[config.mk]
export PLATFORM = sky130hd
export DESIGN_NAME = s2f_syndrome_capture
export DESIGN_NICKNAME = d
export VERILOG_FILES = /design/src/rtl/s2f_pkg.sv /design/src/rtl/s2f_lane_decode.sv /design/src/rtl/s2f_fault_arbiter.sv /design/src/rtl/s2f_capture_regs.sv /design/src/rtl/s2f_syndrome_capture.sv
export SDC_FILE = /design/constraint.sdc
export NUM_CORES = 1
export LEC_CHECK = 0
export CORE_AREA = 2 2 114 116
export CTS_CLUSTER_DIAMETER = 80
export DETAILED_ROUTE_END_ITERATION = 7
export DIE_AREA = 0 0 116 118
export PLACE_DENSITY = 0.78
export SLEW_MARGIN = 30
export SYNTH_ARGS = -nofsm -noshare
export SYNTH_HDL_FRONTEND = slang
export SYNTH_HIERARCHICAL = 1
export SYNTH_SLANG_ARGS = --single-unit
[constraint.sdc]
create_clock -name clk -period 4.56 [get_ports clk]
set_input_delay 1.14 -clock clk [delete_from_list [all_inputs] [get_ports clk]]
set_output_delay 1.14 -clock clk [all_outputs]
set_load 0.03 [all_outputs]
[src/rtl/s2f_pkg.sv]
package s2f_pkg;

    localparam int SYN_W        = 32;
    localparam int SYN_STORE    = 0;
    localparam int SYN_SIZE_LO  = 1;
    localparam int SYN_RT_LO    = 3;
    localparam int SYN_VALID    = 8;
    localparam int PAGE_BITS    = 12;

    typedef struct packed {
        logic       valid;
        logic [4:0] rt;
        logic [1:0] size_log2;
        logic       is_store;
    } s2f_detail_t;

    function automatic logic [SYN_W-1:0] pack_syndrome(s2f_detail_t d);
        logic [SYN_W-1:0] w;
        w = '0;
        w[SYN_VALID]                   = d.valid;
        w[SYN_RT_LO +: 5]              = d.rt;
        w[SYN_SIZE_LO +: 2]            = d.size_log2;
        w[SYN_STORE]                   = d.is_store;
        return w;
    endfunction

endpackage

[src/rtl/s2f_lane_decode.sv]
module s2f_lane_decode
    import s2f_pkg::*;
(
    input  logic        valid_i,
    input  logic        fault_i,
    input  logic        single_gpr_i,
    input  logic        store_i,
    input  logic [1:0]  size_i,
    input  logic [4:0]  rt_i,
    output logic        pass_o,
    output logic        fault_req_o,
    output s2f_detail_t detail_o
);

    always_comb begin
        pass_o      = valid_i & ~fault_i;
        fault_req_o = valid_i & fault_i;
        detail_o    = '0;
        if (single_gpr_i) begin
            detail_o.valid     = 1'b1;
            detail_o.rt        = rt_i;
            detail_o.size_log2 = size_i;
            detail_o.is_store  = store_i;
        end
    end

endmodule

[src/rtl/s2f_fault_arbiter.sv]
module s2f_fault_arbiter #(
    parameter int NUM_LANES = 2
) (
    input  logic [NUM_LANES-1:0] req_i,
    output logic [NUM_LANES-1:0] gnt_o,
    output logic                 any_o
);

    logic [NUM_LANES:0] seen;
    assign seen[0] = 1'b0;

    for (genvar i = 0; i < NUM_LANES; i++) begin : g_prio
        assign gnt_o[i]    = req_i[i] & ~seen[i];
        assign seen[i+1]   = seen[i] | req_i[i];
    end

    assign any_o = seen[NUM_LANES];

endmodule

[src/rtl/s2f_capture_regs.sv]
module s2f_capture_regs
    import s2f_pkg::*;
#(
    parameter int VA_W   = 48,
    parameter int PAGE_W = 28
) (
    input  logic              clk,
    input  logic              rst_n,
    input  logic              cap_req_i,
    input  logic              ack_i,
    input  logic [VA_W-1:0]   cap_va_i,
    input  logic [PAGE_W-1:0] cap_page_i,
    input  s2f_detail_t       cap_detail_i,
    output logic              pending_o,
    output logic [VA_W-1:0]   far_o,
    output logic [PAGE_W-1:0] page_o,
    output s2f_detail_t       detail_o
);

    typedef struct packed {
        logic              pending;
        logic [VA_W-1:0]   far;
        logic [PAGE_W-1:0] page;
        s2f_detail_t       det;
    } cap_state_t;

    cap_state_t state_d, state_q;

    always_comb begin
        state_d = state_q;
        if (state_q.pending) begin
            if (ack_i) state_d.pending = 1'b0;
        end else if (cap_req_i) begin
            state_d.pending = 1'b1;
            state_d.far     = cap_va_i;
            state_d.page    = cap_page_i;
            state_d.det     = cap_detail_i;
        end
    end

    always_ff @(posedge clk or negedge rst_n) begin
        if (!rst_n) state_q <= '0;
        else        state_q <= state_d;
    end

    assign pending_o = state_q.pending;
    assign far_o     = state_q.far;
    assign page_o    = state_q.page;
    assign detail_o  = state_q.det;

    // without detail-valid the decoded fields stay zero
    p_detail_zero_r6: assert property (@(posedge clk) disable iff (!rst_n)
        !detail_o.valid |-> (detail_o.rt == 5'd0 && detail_o.size_log2 == 2'd0
                             && !detail_o.is_store));

    // idle with no request stays idle whatever ack does
    p_idle_ack_r8: assert property (@(posedge clk) disable iff (!rst_n)
        (!pending_o && !cap_req_i) |=> !pending_o);

endmodule

[src/rtl/s2f_syndrome_capture.sv]
module s2f_syndrome_capture
    import s2f_pkg::*;
#(
    parameter int NUM_LANES = 2,
    parameter int IPA_W     = 40,
    parameter int VA_W      = 48,
    localparam int PAGE_W   = IPA_W - PAGE_BITS
) (
    input  logic                              clk,
    input  logic                              rst_n,
    input  logic [NUM_LANES-1:0]              lane_valid_i,
    input  logic [NUM_LANES-1:0]              lane_fault_i,
    input  logic [NUM_LANES-1:0]              lane_single_gpr_i,
    input  logic [NUM_LANES-1:0]              lane_store_i,
    input  logic [NUM_LANES-1:0][1:0]         lane_size_i,
    input  logic [NUM_LANES-1:0][4:0]         lane_rt_i,
    input  logic [NUM_LANES-1:0][PAGE_W-1:0]  lane_ipa_page_i,
    input  logic [NUM_LANES-1:0][VA_W-1:0]    lane_va_i,
    input  logic                              ack_i,
    output logic [NUM_LANES-1:0]              pass_o,
    output logic [NUM_LANES-1:0]              hold_o,
    output logic                              abort_o,
    output logic [VA_W-1:0]                   far_o,
    output logic [PAGE_W-1:0]                 ipa_page_o,
    output logic [SYN_W-1:0]                  syndrome_o
);

    logic [NUM_LANES-1:0] fault_req;
    logic [NUM_LANES-1:0] gnt;
    logic                 any_fault;
    s2f_detail_t          lane_det [NUM_LANES];

    for (genvar i = 0; i < NUM_LANES; i++) begin : g_lane
        s2f_lane_decode u_dec (
            .valid_i      (lane_valid_i[i]),
            .fault_i      (lane_fault_i[i]),
            .single_gpr_i (lane_single_gpr_i[i]),
            .store_i      (lane_store_i[i]),
            .size_i       (lane_size_i[i]),
            .rt_i         (lane_rt_i[i]),
            .pass_o       (pass_o[i]),
            .fault_req_o  (fault_req[i]),
            .detail_o     (lane_det[i])
        );
    end

    s2f_fault_arbiter #(.NUM_LANES(NUM_LANES)) u_arb (
        .req_i (fault_req),
        .gnt_o (gnt),
        .any_o (any_fault)
    );

    logic [VA_W-1:0]   sel_va;
    logic [PAGE_W-1:0] sel_page;
    s2f_detail_t       sel_det;
    logic              cap_take;
    s2f_detail_t       held_det;

    always_comb begin
        sel_va   = '0;
        sel_page = '0;
        sel_det  = '0;
        for (int i = 0; i < NUM_LANES; i++) begin
            if (gnt[i]) begin
                sel_va   = sel_va   | lane_va_i[i];
                sel_page = sel_page | lane_ipa_page_i[i];
                sel_det  = sel_det  | lane_det[i];
            end
        end
    end

    assign cap_take = any_fault & ~abort_o;
    assign hold_o   = fault_req & ~(gnt & {NUM_LANES{cap_take}});

    s2f_capture_regs #(.VA_W(VA_W), .PAGE_W(PAGE_W)) u_regs (
        .clk          (clk),
        .rst_n        (rst_n),
        .cap_req_i    (any_fault),
        .ack_i        (ack_i),
        .cap_va_i     (sel_va),
        .cap_page_i   (sel_page),
        .cap_detail_i (sel_det),
        .pending_o    (abort_o),
        .far_o        (far_o),
        .page_o       (ipa_page_o),
        .detail_o     (held_det)
    );

    assign syndrome_o = pack_syndrome(held_det);

    // a faulting lane never reaches the bus
    for (genvar i = 0; i < NUM_LANES; i++) begin : g_chk
        p_no_fault_pass_r1: assert property (@(posedge clk) disable iff (!rst_n)
            (lane_valid_i[i] && lane_fault_i[i]) |-> !pass_o[i]);
    end

    // idle plus a fault raises the abort on the next edge
    p_abort_raise_r2: assert property (@(posedge clk) disable iff (!rst_n)
        (!abort_o && (|(lane_valid_i & lane_fault_i))) |=> abort_o);

    // captured registers are frozen while the abort is pending
    p_frozen_r7: assert property (@(posedge clk) disable iff (!rst_n)
        abort_o |=> ($stable(far_o) && $stable(ipa_page_o) && $stable(syndrome_o)));

    // acknowledge releases a pending abort
    p_ack_release_r8: assert property (@(posedge clk) disable iff (!rst_n)
        (abort_o && ack_i) |=> !abort_o);

    // at most one lane is granted capture
    p_one_grant_r9: assert property (@(posedge clk) disable iff (!rst_n)
        $onehot0(gnt));

endmodule

==> results_dict.tcl <==
set metrics [dict create \
    status "finished, final reports clean" \
    crit_path_end_kind "output port" \
    max_slew.worst_pin.slew_ps 859.4 \
    synth_simple_gate_area_share_pct 3.415 \
    finalPower_mw 3.269 \
    synth_compound_area_share_pct 16.17 \
    worstHoldPathType "flop to flop" \
    hp-start "u_regs/detail_o[7]" \
    grt_use_met2_pct 33.00 \
    crit_path_cell_trace "clkdlybuf4s50_1, and2_2, or2_1, nor2b_1, a21boi_0, clkdlybuf4s50_1" \
    drv_cap 0 \
    cts_tree "yes" \
    holdPathEnd "u_regs/detail_o[7]" \
    rsz0062_at_grt "no" \
    clock_skew_ps 11.49 \
    cp-start-kind "input pin" \
    switching_power_mw 1.070 \
    netSwitchingFraction_pct 32.72 \
    cp_slowest_cell "clkdlybuf4s50_1" \
    drt-total-wl_mm 12.88 \
    grt-busiest-layer "met2" \
    design_area_mm2 0.007564 \
    vdd_drop_max_mv 0.1887 \
    fin_crit_ps 4298 \
    rows 41 \
    seq_power_share_pct 32.2 \
    finalSetupViolations 0 \
    clkPwrFrac_pct 24.9 \
    clkTransAtPathRegs_ps 60 \
    drt_iter0_markers 144 \
    gp_congestion 0.7737 \
    max_freq_mhz 232.7 \
    grt_first_pass_wirelength_mm 20.08 \
    yosys_warnings 6 \
    cts_setup_buffers 0 \
    drcViolationCount 0 \
    die_area_mm2 0.01369 \
    p_comb_share_pct 42.9 \
    drive_above_1_share_pct 18.18 \
    synthCells 340 \
    nFillCells 1046 \
    dp_hpwl_mm 9.531 \
    grt_antenna_before_repair 0 \
    max_slew_margin_pct 42.71 \
    clockBufferDepth 2 \
    cp_common_cell "clkdlybuf4s50_1" \
    grt_max_degree 87 \
    synthXorXnorAreaFrac_pct 0 \
    path_class "input pin to output port" \
    ys_seq_area_share_pct 45.53 \
    grt_pass1_vias 3929 \
    final-seq-area_mm2 0.002152 \
    synthMuxAreaShare_pct 24.22 \
    cts_resized 0 \
    dr.pass1.iters 4 \
    cts_buffers 9 \
    cts-hold-fix-buffers 0 \
    detailroute.via_count 3684 \
    h-tree-depth 3 \
    grtUsageTotal_pct 18.72 \
    placed_area_mm2 0.007232 \
    synth_top_family_by_area "multiplexers" \
    core_mm2 0.01241 \
    p_leak_nw 3.314 \
    final_max_slew_viol_count 0 \
    synth_top_area_share_pct 45.53 \
    period_share_pct 94.26 \
    reg2reg_depth 3 \
    die_w_um 116 \
    yosysTopAreaCell "dfrtp_1" \
    port_buffers 266 \
    r2r-end "u_regs/far_o[42]" \
    synth_adder_area_share_pct 0 \
    arrival_ps 3160 \
    syn2layout_area_growth_pct 60.01 \
    hold_slack_ps 503.3 \
    routed_via_density 4.809 \
    avgSynthCellArea_um2 13.90 \
    p_per_area_mw_per_mm2 432.2 \
    tns_ps 0 \
    max_stage_delay_ps 730 \
    netlist-cell-type-count 17 \
    synth_area_leaders "dfrtp_1 (46%), mux2_4 (16%), a22o_1 (16%), mux2_2 (8.3%), buf_4 (4.6%)" \
    nets 766 \
    cts_root_buf "clkbuf_16" \
    r2r_start "u_regs/pending_o" \
    die_h_um 118 \
    hold_viol 0 \
    pin_count 290 \
    multi_input_area_mm2 0.002166 \
    critical_path.max_fanout 4 \
    r2r_slack_ps 2770 \
    cts_sinks 86 \
    syn-cell-area_mm2 0.004727 \
    ys_ff_latch 86 \
    clkLatencyLatePin_ps 330 \
    post_drt_wl_per_cell_um 16.81 \
    start_util_pct 38.08 \
    use_met1_pct 19.97 \
    grt_use_met3_pct 7.312 \
    gr-total-overflow 0 \
    antenna_cells 0 \
    hold_depth 1 \
    internal_power_mw 2.199 \
    required_ps 3420 \
    final_antenna_net_count 0 \
]
==> critical path: cells and delay by family <==
| family | cells | cell delay (ps) |
|---|---|---|
| and+or+nand+nor | 3 | 630 |
| AOI/OAI and AO/OA | 1 | 250 |
| buffers and inverters | 2 | 1140 |
==> flip-flops by register name, summed over array words and instances, names as in the netlist <==
register and flops:
u_regs/page_o 28, u_regs/pending_o 1, u_regs/detail_o 9, u_regs/far_o 48
==> per-layer routing <==
| metal | vias up | wire length (um) |
|---|---|---|
| met4 | 0 | 327 |
| li1 | 1714 | - |
| met3 | 25 | 1336 |
| met1 | 1768 | 4719 |
| met5 | - | 0 |
| met2 | 177 | 6491 |
==> power by group through the flow <==
stage          Combinational (mW)  Sequential [mW]  Clock, mW
6_report                     1.40             1.05      0.814
4_1_cts                      1.41             1.06      0.838
2_1_floorplan               0.447             1.44          0
3_5_place_dp                 1.41             1.06          0
5_1_grt                      1.47             1.08      0.882
3_3_place_gp                 1.39             1.06          0
==> Yosys cell counts <==
cell,n
buf_2,9
buf_4,29
and2_1,18
buf_12,6
mux2_2,35
a21boi_0,2
clkbuf_2,1
nor2_1,1
or2_1,1
nor2b_1,4
a22o_1,85
nor2b_4,1
buf_6,10
conb_1,1
dfrtp_1,86
mux2_4,50
a21oi_1,1
==> kinds of logic after synthesis <==
logic type	Yosys count
other	1
buffers and inverters	55
multiplexers	85
AO/OA/AOI/OAI	88
AND/OR/NAND/NOR	25
flip-flops	86
==> worst max-delay path by stage <==
stage,startpoint,endpoint,slack [ps]
after detailed placement,lane_fault_i[0],hold_o[1],240
after global placement,lane_fault_i[0],hold_o[1],270
after CTS,lane_fault_i[0],hold_o[1],230
final,lane_fault_i[0],hold_o[1],260
after global routing,lane_fault_i[0],hold_o[1],130
after floorplan,lane_fault_i[0],hold_o[0],910
==> cell usage in the layout, fill, tap and decap left out <==
| master | Yosys | final |
|---|---|---|
| clkinv_2 | 0 | 1 |
| buf_4 | 29 | 6 |
| nor2b_4 | 1 | 2 |
| or2_1 | 1 | 1 |
| conb_1 | 1 | 23 |
| bufinv_16 | 0 | 3 |
| clkdlybuf4s50_1 | 0 | 264 |
| nor2b_1 | 4 | 3 |
| mux2_2 | 35 | 35 |
| mux2_4 | 50 | 50 |
| a21boi_0 | 2 | 2 |
| and2_1 | 18 | 17 |
| clkbuf_16 | 0 | 9 |
| a22o_1 | 85 | 85 |
| clkbuf_1 | 0 | 3 |
| a21oi_1 | 1 | 1 |
| and2_2 | 0 | 1 |
| buf_6 | 10 | 1 |
| dfrtp_1 | 86 | 86 |
| nor2_1 | 1 | 1 |
==> metrics by stage <==
stage	worst slack, ps	std cells	util, %
final	261.8	766	60.93
after global routing	128.0	766	60.93
after CTS	234.3	766	60.93
after detailed placement	237.9	750	58.25
after global placement	266.0	750	58.22
after floorplan	906.3	362	-
==> final cells by class <==
class	instances	share of cell area, %
Timing Repair Buffer	271	35.68
Sequential cell	86	28.45
Clock inverter	4	1.257
Multi-Input combinational cell	221	28.64
Tap cell	172	2.845
Clock buffer	12	3.127
No activity file was read; power rests on OpenSTA's default activity.
